--- config.mk ---
export PLATFORM = sky130hd
export DESIGN_NAME = usb_ep_irq_agg
export DESIGN_NICKNAME = d
export VERILOG_FILES = /design/src/rtl/usb_irq_pkg.sv /design/src/rtl/usb_sticky_flag.sv /design/src/rtl/usb_iso_err_det.sv /design/src/rtl/usb_ep_irq_agg.sv
export SDC_FILE = /design/constraint.sdc
export NUM_CORES = 1
export LEC_CHECK = 0
export ABC_CLOCK_PERIOD_IN_PS = 1300
export BUFFER_PORTS_ARGS = -buffer_cell sky130_fd_sc_hd__clkbuf_2
export CORE_MARGIN = 1
export CORE_UTILIZATION = 32
export DETAILED_ROUTE_END_ITERATION = 7
export PLACE_DENSITY = 0.8
export SYNTH_ARGS = -nofsm -noshare
export SYNTH_HDL_FRONTEND = slang
export SYNTH_SLANG_ARGS = --single-unit
--- constraint.sdc ---
create_clock -name clk -period 1.3 [get_ports clk]
set_input_delay 0.26 -clock clk [delete_from_list [all_inputs] [get_ports clk]]
set_output_delay 0.26 -clock clk [all_outputs]
set_load 0.05 [all_outputs]
--- src/rtl/usb_irq_pkg.sv ---
package usb_irq_pkg;
  typedef enum logic { WORD_LO = 1'b0, WORD_HI = 1'b1 } stat_word_e;

  typedef struct packed {
    logic rx_ok;
    logic tx_ok;
    logic data_end_clr;
    logic stall_set;
    logic setup_end_set;
  } ep0_evt_t;

  function automatic int in_bit(input int ep_idx);
    return 2 * ep_idx + 1;
  endfunction

  function automatic int out_bit(input int ep_idx);
    return 2 * ep_idx + 2;
  endfunction
endpackage

--- src/rtl/usb_sticky_flag.sv ---
module usb_sticky_flag (
  input  logic clk,
  input  logic rst_n,
  input  logic set_i,
  input  logic clr_i,
  output logic q_o
);
  always_ff @(posedge clk) begin
    if (!rst_n)     q_o <= 1'b0;
    else if (set_i) q_o <= 1'b1;
    else if (clr_i) q_o <= 1'b0;
  end

  a_r9_set_wins: assert property (@(posedge clk) disable iff (!rst_n)
    set_i |=> q_o);
  a_r8_clear_drops: assert property (@(posedge clk) disable iff (!rst_n)
    (clr_i && !set_i) |=> !q_o);
  a_r8_sticky_hold: assert property (@(posedge clk) disable iff (!rst_n)
    (!set_i && !clr_i && $past(rst_n)) |=> $stable(q_o));
endmodule

--- src/rtl/usb_iso_err_det.sv ---
module usb_iso_err_det #(
  parameter int OCC_W     = 2,
  parameter int OVR_LIMIT = 2
) (
  input  logic             iso_mode_i,
  input  logic             out_pkt_i,
  input  logic             in_tok_i,
  input  logic [OCC_W-1:0] out_occ_i,
  input  logic             in_empty_i,
  output logic             overrun_o,
  output logic             underrun_o
);
  localparam logic [OCC_W-1:0] LIMIT = OCC_W'(OVR_LIMIT);

  always_comb begin
    overrun_o  = iso_mode_i && out_pkt_i && (out_occ_i >= LIMIT);
    underrun_o = iso_mode_i && in_tok_i && in_empty_i;
  end
endmodule

--- src/rtl/usb_ep_irq_agg.sv ---
module usb_ep_irq_agg
  import usb_irq_pkg::*;
#(
  parameter int NUM_EPS   = 4,
  parameter int WORD_W    = 8,
  parameter int OCC_W     = 2,
  parameter int OVR_LIMIT = 2
) (
  input  logic                     clk,
  input  logic                     rst_n,
  input  logic                     ep0_rx_ok,
  input  logic                     ep0_tx_ok,
  input  logic                     ep0_data_end_clr,
  input  logic                     ep0_stall_set,
  input  logic                     ep0_setup_end_set,
  input  logic [NUM_EPS-1:0]       ep_tx_ok,
  input  logic [NUM_EPS-1:0]       ep_rx_ok,
  input  logic [NUM_EPS-1:0]       ep_stall_set,
  input  logic [NUM_EPS-1:0]       ep_iso_mode,
  input  logic [NUM_EPS-1:0]       host_out_pkt,
  input  logic [NUM_EPS-1:0]       host_in_tok,
  input  logic [NUM_EPS*OCC_W-1:0] out_fifo_occ,
  input  logic [NUM_EPS-1:0]       in_fifo_empty,
  input  logic                     reg_sel,
  output logic [WORD_W-1:0]        reg_rdata,
  input  logic                     reg_clr_en,
  input  logic                     reg_clr_sel,
  input  logic [WORD_W-1:0]        reg_clr_mask,
  output logic                     func_irq,
  output logic                     xrun_irq
);
  localparam int N_EP_FLAGS = 1 + 2 * NUM_EPS;
  localparam int XRUN_BIT   = N_EP_FLAGS;
  localparam int N_FLAGS    = N_EP_FLAGS + 1;
  localparam int STAT_W     = 2 * WORD_W;

  ep0_evt_t             ep0_evt;
  logic [NUM_EPS-1:0]   overrun, underrun;
  logic [N_FLAGS-1:0]   set_vec, clr_vec, flags;
  logic [STAT_W-1:0]    status;

  assign ep0_evt = '{rx_ok: ep0_rx_ok, tx_ok: ep0_tx_ok,
                     data_end_clr: ep0_data_end_clr,
                     stall_set: ep0_stall_set,
                     setup_end_set: ep0_setup_end_set};

  assign set_vec[0]        = |ep0_evt;
  assign set_vec[XRUN_BIT] = (|overrun) | (|underrun);

  for (genvar k = 0; k < NUM_EPS; k++) begin : g_ep
    usb_iso_err_det #(.OCC_W(OCC_W), .OVR_LIMIT(OVR_LIMIT)) u_det (
      .iso_mode_i (ep_iso_mode[k]),
      .out_pkt_i  (host_out_pkt[k]),
      .in_tok_i   (host_in_tok[k]),
      .out_occ_i  (out_fifo_occ[k*OCC_W +: OCC_W]),
      .in_empty_i (in_fifo_empty[k]),
      .overrun_o  (overrun[k]),
      .underrun_o (underrun[k])
    );
    assign set_vec[in_bit(k)]  = ep_tx_ok[k] | underrun[k];
    assign set_vec[out_bit(k)] = ep_rx_ok[k] | ep_stall_set[k] | overrun[k];
  end

  for (genvar i = 0; i < N_FLAGS; i++) begin : g_flag
    localparam stat_word_e WSEL = stat_word_e'(i / WORD_W);
    assign clr_vec[i] = reg_clr_en && (stat_word_e'(reg_clr_sel) == WSEL)
                        && reg_clr_mask[i % WORD_W];
    usb_sticky_flag u_flag (
      .clk   (clk),
      .rst_n (rst_n),
      .set_i (set_vec[i]),
      .clr_i (clr_vec[i]),
      .q_o   (flags[i])
    );
  end

  always_comb begin
    status = '0;
    status[N_FLAGS-1:0] = flags;
  end

  assign reg_rdata = (stat_word_e'(reg_sel) == WORD_HI) ? status[STAT_W-1:WORD_W]
                                                        : status[WORD_W-1:0];
  assign func_irq  = |flags[N_EP_FLAGS-1:0];
  assign xrun_irq  = flags[XRUN_BIT];

  a_r10_irq_falls_on_clear: assert property (@(posedge clk) disable iff (!rst_n)
    $fell(func_irq) |-> $past(reg_clr_en));
  a_r7_xrun_needs_iso: assert property (@(posedge clk) disable iff (!rst_n)
    $rose(xrun_irq) |-> $past(|(ep_iso_mode & (host_out_pkt | host_in_tok))));
  a_r11_xrun_sticky: assert property (@(posedge clk) disable iff (!rst_n)
    (xrun_irq && !reg_clr_en) |=> xrun_irq);
endmodule

After elaboration in Yosys (flattened, before gate mapping)
Index checks and enable logic that the tools add are counted.

Magnitude comparators: 4. Muxes and demuxes: 21. Bitwise gates (word level): 14. Reductions and logical operators: 42.

Operators with widths (count): 1-bit logical AND (28); 1-bit two-way mux (20); 2-bit nonzero test (10); 1-bit OR (13); 9-bit OR reduction (1); 2-bit greater-or-equal comparator (second input constant) (4); 8-bit two-way mux (1); 4-bit OR reduction (2); 5-bit OR reduction (1); 1-bit NOT (1).

Flip-flop bits (word level): 10. Input port bits: 54. Output and inout bits: 10. Logic and storage cells: 91.

Logic depth before layout (Yosys ltp)
Gate-level depths: netlist (run 1).

Word-level depth: 5. Mapped depth: 3. Depth with buffers taken out: 3.

Modules after synthesis
From an unflattened synthesis (run 1), not the netlist that was laid out.

Cell total of the unflattened synthesis: 75. Area, all modules: 713.2 µm².

By module, submodules not included: usb_sticky_flag (times used 10, cells an instance 3, area an instance 41.3 µm², sequential area each 20.0 µm²); usb_ep_irq_agg (times used 1, cells an instance 37, area an instance 250.2 µm², sequential area each 0.0 µm²); usb_iso_err_det (times used 4, cells an instance 2, area an instance 12.5 µm², sequential area each 0.0 µm²).

Worst setup path before layout (run 1)
OpenSTA, ideal clock, no wires.

Path type: register -> output. Start point: reg g_flag[9].u_flag.q_o. End point: out reg_rdata[1]. Data arrival time: 1.048 ns. Required time: 1.040 ns. Slack: -0.008 ns. Stages on the path, launching flop included: 2. Path buffers: 0. Cell sequence: dfxtp_1 mux2_2.

Longest elaborated chain between the ends: 1.

Ends and longest elaborated chain: from (decl) (line usb_sticky_flag.sv:6) `output logic q_o`; from (signal assigned) (line usb_sticky_flag.sv:9) `if (!rst_n) q_o <= 1'b0;`; from (signal assigned) (line usb_sticky_flag.sv:10) `else if (set_i) q_o <= 1'b1;`; from (signal assigned) (line usb_sticky_flag.sv:11) `else if (clr_i) q_o <= 1'b0;`; 8-bit two-way mux (line usb_ep_irq_agg.sv:82) `assign reg_rdata = (stat_word_e'(reg_sel) == WORD_HI) ? status[STAT_W-1:WORD_W]`; to (decl) (line usb_ep_irq_agg.sv:25) `output logic [WORD_W-1:0] reg_rdata,`.

No other way between the ends.

Final worst setup path (run 1)
Start point: reg g_flag[5].u_flag.q_o. End point: out func_irq.

Longest elaborated chain between the ends: 1.

Ends and longest elaborated chain: from (decl) (line usb_sticky_flag.sv:6); from (signal assigned) (line usb_sticky_flag.sv:9); from (signal assigned) (line usb_sticky_flag.sv:10); from (signal assigned) (line usb_sticky_flag.sv:11); 9-bit OR reduction (line usb_ep_irq_agg.sv:84) `assign func_irq = |flags[N_EP_FLAGS-1:0];`; to (decl) (line usb_ep_irq_agg.sv:29) `output logic func_irq,`.

No other way between the ends.

==> impl_metrics.json, run 1 <==
{
  "hp-class": "input pin to flip-flop",
  "insertion_delay_ns": 0.26,
  "leakage_nw": 0.499,
  "die_y_um": 43.1,
  "route.detailed.drc": 0,
  "cp.arrival_ns": 1.13,
  "syn_to_final_growth_pct": 71.8,
  "rrSetupSlack_ns": 0.40,
  "syn_area_per_cell_um2": 9.01,
  "placed_cell_area_um2": 861,
  "first_pass_iters": 4,
  "cts_sinks": 10,
  "largest_reg_flops": 10,
  "ys.flop_type": "dfxtp_1",
  "synth_area_leaders": "dfxtp_1, a21boi_0, o31a_1, and3_1, nor2b_1",
  "period_share_pct": 107,
  "final_max_slew_viol_count": 0,
  "yosys_warnings": 0,
  "cp.required_ns": 1.04,
  "antenna_found_initial": 0,
  "io_buffers": 59,
  "netlist_area_um2": 541,
  "ir_drop_uv": 440,
  "synth-async-reset-ratio_pct": 0,
  "rows": 14,
  "drive_above_1_share_pct": 59.0,
  "violations": "setup timing",
  "r2r_cells": 2,
  "die_area_um2": 1860,
  "ys_top_cells_by_count": "dfxtp_1, a21boi_0, and3_1, nor2b_1",
  "root_buffer": "clkbuf_4",
  "synth.most_common_cell": "dfxtp_1",
  "hold_path_depth": 2,
  "setup_violations": 1,
  "antenna_left": 0,
  "vias": 709,
  "fin_skew_ns": 0,
  "htreeDepth": 1,
  "post-layout-total-power_mw": 0.828,
  "syn_inst": 60,
  "initial_core_util_pct": 35.1,
  "start_kind": "flip-flop",
  "power.density_nw_per_um2": 892,
  "synth_seq_cells": 10,
  "whs_endpoint": "g_flag[0].u_flag.q_o$_SDFFE_PN0P_",
  "grt_max_degree": 9,
  "ys_seq_area_share_pct": 37.0,
  "drt-total-wl_mm": 1.60,
  "multi_input_area_um2": 343,
  "num-fill-cells": 140,
  "gr-total-overflow": 0,
  "run_status": "finished, violations left",
  "nets": 178,
  "synth-edff-count": 0,
  "max_freq_mhz": 720,
  "cts_tree": "yes",
  "routedWlPerCell_um": 11.6,
  "hold_start": "ep0_setup_end_set",
  "die_w_um": 43.1,
  "yosysUniqueCellTypes": 19,
  "via_per_inst": 5.14,
  "seq_area_um2": 205,
  "reg.largest.list": "g_flag.u_flag.q_o (10)",
  "clockBufferDepth": 2,
  "synth_fp_nets": 114,
  "rsz0062_at_grt": "yes",
  "r2r_end": "g_flag[6].u_flag.q_o$_SDFFE_PN0P_",
  "cp_max_fo": 3,
  "period_needed_ns": 1.39,
  "dp_hpwl_mm": 1.36,
  "r2r-start": "g_flag[6].u_flag.q_o$_SDFFE_PN0P_",
  "numCtsBuffers": 3,
  "core_area_um2": 1540,
  "synth_top_area_share_pct": 37.0,
  "dr.first_iter.drc_count": 12,
  "track_usage_pct": 17.9,
  "grt_pass1_wl_mm": 2.50,
  "relSlewSlack_pct": 82.4,
  "place_congestion": 0.723,
  "crit_type": "flip-flop to output port",
  "path_clk_slew_ns": 0.07,
  "hold_viol": 0,
  "ios": 64,
  "diodes": 0,
  "largest-register": "g_flag.u_flag.q_o",
  "layout_setup_ws_ns": -0.0894,
  "cap_viol_max_count": 0,
  "first_global_vias": 646,
  "endpoint_kind": "output port",
  "worstMarginPinSlew_ns": 0.260,
  "yosysTopAreaCell": "dfxtp_1",
  "final_area_um2": 928
}
==> repair_timing <==
| action | 4_1_cts | 5_1_grt |
|---|---|---|
| endpoints found under the setup margin | 3 | 9 |
| resized for setup | 11 | 9 |
| hold buffers | 0 | 0 |
| setup buffers | 0 | 0 |
| pin swaps | 2 | 0 |
==> report_power, final <==
group	switching, mW	internal (mW)
logic	0.141	0.131
clock network	0.0983	0.107
registers	0.0182	0.333
total	0.257	0.571
==> routing by layer <==
layer,GRT usage (%),wire (um),vias up
li1,-,-,359
met1,18.0,653,302
met2,34.6,770,46
met3,2.55,153,2
met4,9.09,21,0
met5,0,0,-
==> cell families after synthesis <==
group / synth area share, %
and+or+nand+nor: 30.1
buffers and inverters: 1.39
AOI/OAI and AO/OA: 27.3
DFF: 37.0
muxes: 4.17
==> area by class of cell <==
type,count,share of cell area [%]
Timing Repair Buffer,60,36.0
Tap cell,16,2.16
Sequential cell,10,22.1
Multi-Input combinational cell,48,36.9
Clock buffer,3,2.43
Inverter,1,0.404
==> stage by stage <==
stage	instances	hold slack (ns)	setup slack, ns	utilization [%]	setup TNS, ns
2_1_floorplan	60	0.396	0.00484	-	0
3_3_place_gp	135	0.469	0.0609	55.8	0
3_5_place_dp	135	0.468	0.0507	55.8	0
4_1_cts	138	0.223	-0.0915	59.8	-0.0915
5_1_grt	138	0.227	-0.139	60.2	-0.139
6_report	138	0.224	-0.0894	60.2	-0.0894
==> worst max path at each step <==
stage,from,end,slack [ns]
2_1_floorplan,g_flag[7].u_flag.q_o$_SDFFE_PN0P_,reg_rdata[7],0.005
3_3_place_gp,ep0_tx_ok,g_flag[0].u_flag.q_o$_SDFFE_PN0P_,0.06
3_5_place_dp,ep0_tx_ok,g_flag[0].u_flag.q_o$_SDFFE_PN0P_,0.05
4_1_cts,g_flag[5].u_flag.q_o$_SDFFE_PN0P_,func_irq,-0.09
5_1_grt,g_flag[5].u_flag.q_o$_SDFFE_PN0P_,func_irq,-0.14
6_report,g_flag[5].u_flag.q_o$_SDFFE_PN0P_,func_irq,-0.09
==> placed cells by master, fill, tap and decap left out, drive strengths merged <==
master	count
buf	9
nor4bb	1
o31a	5
a21bo	1
a31oi	3
dfxtp	10
and2b	1
or4	1
and3	6
nor2	3
nor4	2
inv	1
nor2b	6
nand3	5
clkbuf	54
o41a	2
a21boi	7
nand2	2
nor3	1
mux2	2
==> critical path, cell delays in order (launching register included) <==
cell	delay (ns)
dfxtp_2	0.33
nor4_2	0.25
nand3_1	0.11
clkbuf_8	0.19
Note: power is estimated with default switching activity, not from simulation.
==> inputs of run 2 (changes only) <==
Settings changed: ABC_AREA set to 1, ABC_CLOCK_PERIOD_IN_PS 1300 to 1500, CORE_UTILIZATION 32 to 33.
Clock period 1.3 ns to 1.5 ns, I/O delays scaled along.
==> run 2 against run 1 <==
The flow finishes with violations (DRC). Routed wire length rose by 8.4%. Clock skew did not move. Global-route usage fell by 1.0 points. Non-clock buffer count fell by 1. Power fell by 6.0%. Combinational power fell by 16%. Register-to-register slack improved by 0.43 ns. Sequential power fell by 14%. Utilization fell by 1.2 points. Final area rose by 0.27%. Largest cell class unchanged.
==> impl_metrics.json, run 2 <==
{
  "place_congestion": 0.893,
  "relSlewSlack_pct": 80.5,
  "numCtsBuffers": 3,
  "crit_type": "flip-flop to output port",
  "core_area_um2": 1580,
  "reg.largest.list": "g_flag.u_flag.q_o (10)",
  "cp_max_fo": 3,
  "final_area_um2": 931,
  "setup_violations": 0,
  "crit_slowest_cell": "dfxtp_2",
  "ys.flop_type": "dfxtp_1",
  "final_max_slew_viol_count": 0,
  "drive_above_1_share_pct": 45.4,
  "cp.arrival_ns": 1.17,
  "io_buffers": 59,
  "ios": 64,
  "syn_to_final_growth_pct": 60.7,
  "gr-total-overflow": 0,
  "largest-register": "g_flag.u_flag.q_o",
  "initial_core_util_pct": 36.7,
  "grt_pass1_wl_mm": 2.44,
  "period_share_pct": 97.9,
  "worstMarginPinSlew_ns": 0.293,
  "cap_viol_max_count": 0,
  "synth_fp_nets": 145,
  "cts_tree": "yes",
  "leakage_nw": 0.555,
  "hold_slack_ns": 0.237,
  "endpoint_kind": "output port",
  "path_clk_slew_ns": 0.07,
  "hp-class": "input pin to flip-flop",
  "synth_seq_cells": 10,
  "multi_input_area_um2": 313,
  "worstPathCellList": "nor4_2, nand4_1, clkbuf_8",
  "yosys_warnings": 0,
  "synth_area_leaders": "dfxtp_1, nand3_1, nand2_1, a31oi_1, inv_1",
  "die_area_um2": 1930,
  "rsz0062_at_grt": "yes",
  "largest_reg_flops": 10,
  "antenna_left": 0,
  "max_freq_mhz": 681,
  "routedWlPerCell_um": 10.3,
  "run_status": "finished, violations left",
  "yosysUniqueCellTypes": 15,
  "power.density_nw_per_um2": 836,
  "die_y_um": 43.9,
  "first_pass_iters": 8,
  "seq_area_um2": 201,
  "ir_drop_uv": 475,
  "max_stage_delay_ns": 0.33,
  "synth-edff-count": 0,
  "netlist_area_um2": 579,
  "synth.most_common_cell": "nand3_1",
  "start_kind": "flip-flop",
  "ys_top_cells_by_count": "nand3_1, nand2_1, inv_1",
  "dr.first_iter.drc_count": 21,
  "violations": "DRC",
  "grt_max_degree": 11,
  "root_buffer": "clkbuf_4",
  "first_global_vias": 632,
  "fin_skew_ns": 0,
  "ctsHoldBuffers": 0,
  "yosysTopAreaCell": "dfxtp_1",
  "route.detailed.drc": 6,
  "final_common_cell": "clkbuf_2",
  "synth_top_area_share_pct": 34.6,
  "diodes": 0,
  "ys_seq_area_share_pct": 34.6,
  "htreeDepth": 1,
  "period_needed_ns": 1.47,
  "die_w_um": 43.9,
  "cp.required_ns": 1.20,
  "clockBufferDepth": 2,
  "insertion_delay_ns": 0.27,
  "dp_hpwl_mm": 1.44,
  "most-common-layout-cells": "clkbuf_2, nand3_1, nand2_1",
  "syn_area_per_cell_um2": 6.37,
  "synth-async-reset-ratio_pct": 0,
  "via_per_inst": 4.94,
  "placed_cell_area_um2": 878,
  "cts_sinks": 10,
  "num-fill-cells": 153,
  "drt-total-wl_mm": 1.73,
  "nets": 207,
  "hold_viol": 0,
  "syn_inst": 91,
  "rows": 14,
  "vias": 830,
  "track_usage_pct": 16.9,
  "antenna_found_initial": 0
}
-- run 2: cell count changes after synthesis, sizes merged, moves of 7 or more --
cell | previous run | this run
nand2 | 2 | 17
inv | 1 | 15
nand3 | 5 | 19
nor2 | 3 | 13
a21boi | 7 | 0
-- run 2: through the flow --
step,std cells,power [mW],worst slack (ns),utilization [%],TNS [ns]
2_1_floorplan,91,0.439,-0.361,-,-0.722
3_5_place_dp,164,0.535,0.233,55.7,0
3_3_place_gp,164,0.529,0.248,55.7,0
5_1_grt,168,0.811,-0.0226,59.0,-0.0226
6_report,168,0.778,0.0321,59.0,0
4_1_cts,168,0.780,0.00425,58.7,0
-- run 2: path summary, 6_finish.rpt --
kind,from,to,slack (ns),cells past startpoint
min reg2reg,g_flag[1].u_flag.q_o$_SDFFE_PN0P_,g_flag[1].u_flag.q_o$_SDFFE_PN0P_,0.48,2
min,rst_n,g_flag[9].u_flag.q_o$_SDFFE_PN0P_,0.24,3
max,g_flag[4].u_flag.q_o$_SDFFE_PN0P_,func_irq,0.03,3
max reg2reg,g_flag[9].u_flag.q_o$_SDFFE_PN0P_,g_flag[9].u_flag.q_o$_SDFFE_PN0P_,0.83,4
-- run 2: cells by family (layout without fill, tap and decap cells) --
kind of cell           after synthesis  after routing  synth area share [%]
buffers and inverters               17             78                  12.5
AO/OA/AOI/OAI                       11             11                  11.4
AND/OR/NAND/NOR                     53             53                  41.5
flip-flops                          10             10                  34.6
-- run 2: what timing repair did --
action,4_1_cts,5_1_grt
setup buffers,0,0
setup endpoints to repair,1,1
pin swaps,0,0
gates resized for setup,3,1
-- run 2: final cells by class --
type / count / share of cell area [%]
multi-input cells: 64 / 33.6
clock buffers: 4 / 3.90
well taps: 16 / 2.15
flip-flops and latches: 10 / 21.6
inverters: 15 / 6.05
repair buffers: 59 / 32.7
-- run 2: per-layer routing --
metal | share of wire (%) | GRT usage, %
met1 | 43 | 20.0
met2 | 46 | 30.7
met3 | 10 | 2.92
met4 | 0 | 5.45
met5 | 0 | 0
-- run 2: critical path: cells and delay by family (launching register included) --
kind / cells / cell delay [ns]
simple gates: 2 / 0.37
flops: 1 / 0.33
buf+inv: 1 / 0.20
-- run 2: where the power goes --
group	switching, mW	internal [mW]
Sequential	0.0164	0.287
Clock	0.0986	0.147
Combinational	0.140	0.0892
==> inputs of run 3 (changes only) <==
Settings changed: ABC_CLOCK_PERIOD_IN_PS 1500 to 1810, CORE_UTILIZATION 33 to 35, PLACE_DENSITY 0.8 to 0.84.
Clock period 1.5 ns to 1.81 ns, I/O delays scaled along.
==> run 3 against run 2 <==
The run now ends clean. Hold slack improved by 0.045 ns. Sequential share of layout area rose by 0.25 points. Register-to-register slack improved by 0.33 ns. Global-route usage rose by 2.9 points. Clock power fell by 15%. Non-clock buffer count did not move. Critical path depth did not move. Sequential power fell by 18%. Via count rose by 0.36%. Clock skew did not move. Cell count did not move. Count of clock-buffer cells in the layout did not move. Critical path type unchanged. Critical endpoint unchanged. Largest power group unchanged.
==> impl_metrics.json, run 3 (synthesis results as in run 2) <==
{
  "die_w_um": 42.7,
  "cp.required_ns": 1.45,
  "fin_skew_ns": 0,
  "fin_util_pct": 60.0,
  "crit_type": "flip-flop to output port",
  "fin_tns_setup_ns": 0,
  "most-common-layout-cells": "clkbuf_2, nand3_1, nand2_1",
  "numCtsBuffers": 3,
  "nets": 207,
  "period_share_pct": 90.4,
  "max_freq_mhz": 611,
  "run_status": "completed",
  "grt_pass1_wl_mm": 2.60,
  "worstPathCellList": "nor4_1, nand4_1, buf_2",
  "routedWlPerCell_um": 10.2,
  "cts_sinks": 10,
  "hp-class": "input pin to flip-flop",
  "crit_slowest_cell": "dfxtp_1",
  "via_per_inst": 4.96,
  "leakage_nw": 0.549,
  "rsz0062_at_grt": "no",
  "final_max_slew_viol_count": 0,
  "setup_violations": 0,
  "ios": 64,
  "ir_drop_uv": 410,
  "dp_hpwl_mm": 1.39,
  "track_usage_pct": 19.9,
  "endpoint_kind": "output port",
  "ctsHoldBuffers": 0,
  "relSlewSlack_pct": 80.5,
  "largest_reg_flops": 10,
  "grt_max_degree": 11,
  "drt-total-wl_mm": 1.71,
  "cts_tree": "yes",
  "reg.largest.list": "g_flag.u_flag.q_o (10)",
  "num-fill-cells": 142,
  "htreeDepth": 1,
  "cap_viol_max_count": 0,
  "path_clk_slew_ns": 0.08,
  "io_buffers": 59,
  "gr-total-overflow": 0,
  "antenna_found_initial": 0,
  "die_y_um": 42.7,
  "period_needed_ns": 1.64,
  "crit_buf_inv": 1,
  "core_area_um2": 1520,
  "syn_to_final_growth_pct": 57.9,
  "place_congestion": 0.842,
  "first_global_vias": 679,
  "vias": 833,
  "max_stage_delay_ns": 0.33,
  "diodes": 0,
  "insertion_delay_ns": 0.27,
  "start_kind": "flip-flop",
  "cp_max_fo": 3,
  "dr.first_iter.drc_count": 23,
  "power.density_nw_per_um2": 707,
  "antenna_left": 0,
  "initial_core_util_pct": 38.0,
  "worstMarginPinSlew_ns": 0.293,
  "root_buffer": "clkbuf_4",
  "hold_viol": 0,
  "cp.arrival_ns": 1.27,
  "rows": 14,
  "post-place-ws_ns": 0.419,
  "route.detailed.drc": 0,
  "die_area_um2": 1820,
  "first_pass_iters": 4,
  "largest-register": "g_flag.u_flag.q_o",
  "final_common_cell": "clkbuf_2",
  "layout_setup_ws_ns": 0.174,
  "clockBufferDepth": 2,
  "drive_above_1_share_pct": 44.1,
  "cp_top_family": "simple AND/OR/NAND/NOR gates"
}
==> run 3: repair_timing <==
action / CTS / global route
gates resized for setup: 0 / 1
hold endpoints to repair: 0 / 0
endpoints found under the setup margin: 0 / 1
buffers inserted: 0 / 0
==> run 3: layout make-up <==
| class | count | area (um^2) | share of cell area [%] |
|---|---|---|---|
| tap | 16 | 20.0 | 2.19 |
| multi-input combinational | 64 | 307 | 33.5 |
| timing repair buffer | 59 | 295 | 32.3 |
| inverter | 15 | 56.3 | 6.16 |
| clock buffer | 4 | 36.3 | 3.97 |
| sequential | 10 | 200 | 21.9 |
==> run 3: power by group <==
| part | switching [mW] | leakage, nW | internal, mW | total, mW |
|---|---|---|---|---|
| logic | 0.115 | 0.444 | 0.0730 | 0.188 |
| registers | 0.0116 | 0.0841 | 0.237 | 0.249 |
| clock network | 0.0880 | 0.0210 | 0.122 | 0.210 |
==> run 3: metrics by stage <==
stage / power (mW) / hold WS, ns / cells / instance area, um^2
6_report: 0.647 / 0.282 / 168 / 915
5_1_grt: 0.688 / 0.284 / 168 / 915
4_1_cts: 0.647 / 0.287 / 168 / 915
3_5_place_dp: 0.441 / 0.474 / 164 / 878
3_3_place_gp: 0.438 / 0.466 / 164 / 878
2_1_floorplan: 0.364 / 0.454 / 91 / 579
==> run 3: path summary, 6_finish.rpt <==
path | cells after the start | slack, ns | startpoint | end
max | 3 | 0.17 | g_flag[4].u_flag.q_o$_SDFFE_PN0P_ | func_irq
min | 3 | 0.28 | rst_n | g_flag[9].u_flag.q_o$_SDFFE_PN0P_
max reg2reg | 4 | 1.16 | g_flag[9].u_flag.q_o$_SDFFE_PN0P_ | g_flag[9].u_flag.q_o$_SDFFE_PN0P_
min reg2reg | 2 | 0.49 | g_flag[1].u_flag.q_o$_SDFFE_PN0P_ | g_flag[1].u_flag.q_o$_SDFFE_PN0P_
==> run 3: routing by layer <==
metal | global-route usage, % | vias up | part of all wire (%)
met5 | 0 | - | 0
met2 | 32.7 | 51 | 48
met3 | 7.66 | 4 | 9.6
li1 | - | 426 | -
met1 | 20.6 | 352 | 40
met4 | 13.1 | 0 | 2.3
==> run 3: worst reg2reg max path, stage by stage, from the launching register on <==
cell and delay (ns):
dfxtp_1 0.33, nand2_1 0.07, nand3_1 0.07, nand2_1 0.06, inv_1 0.03
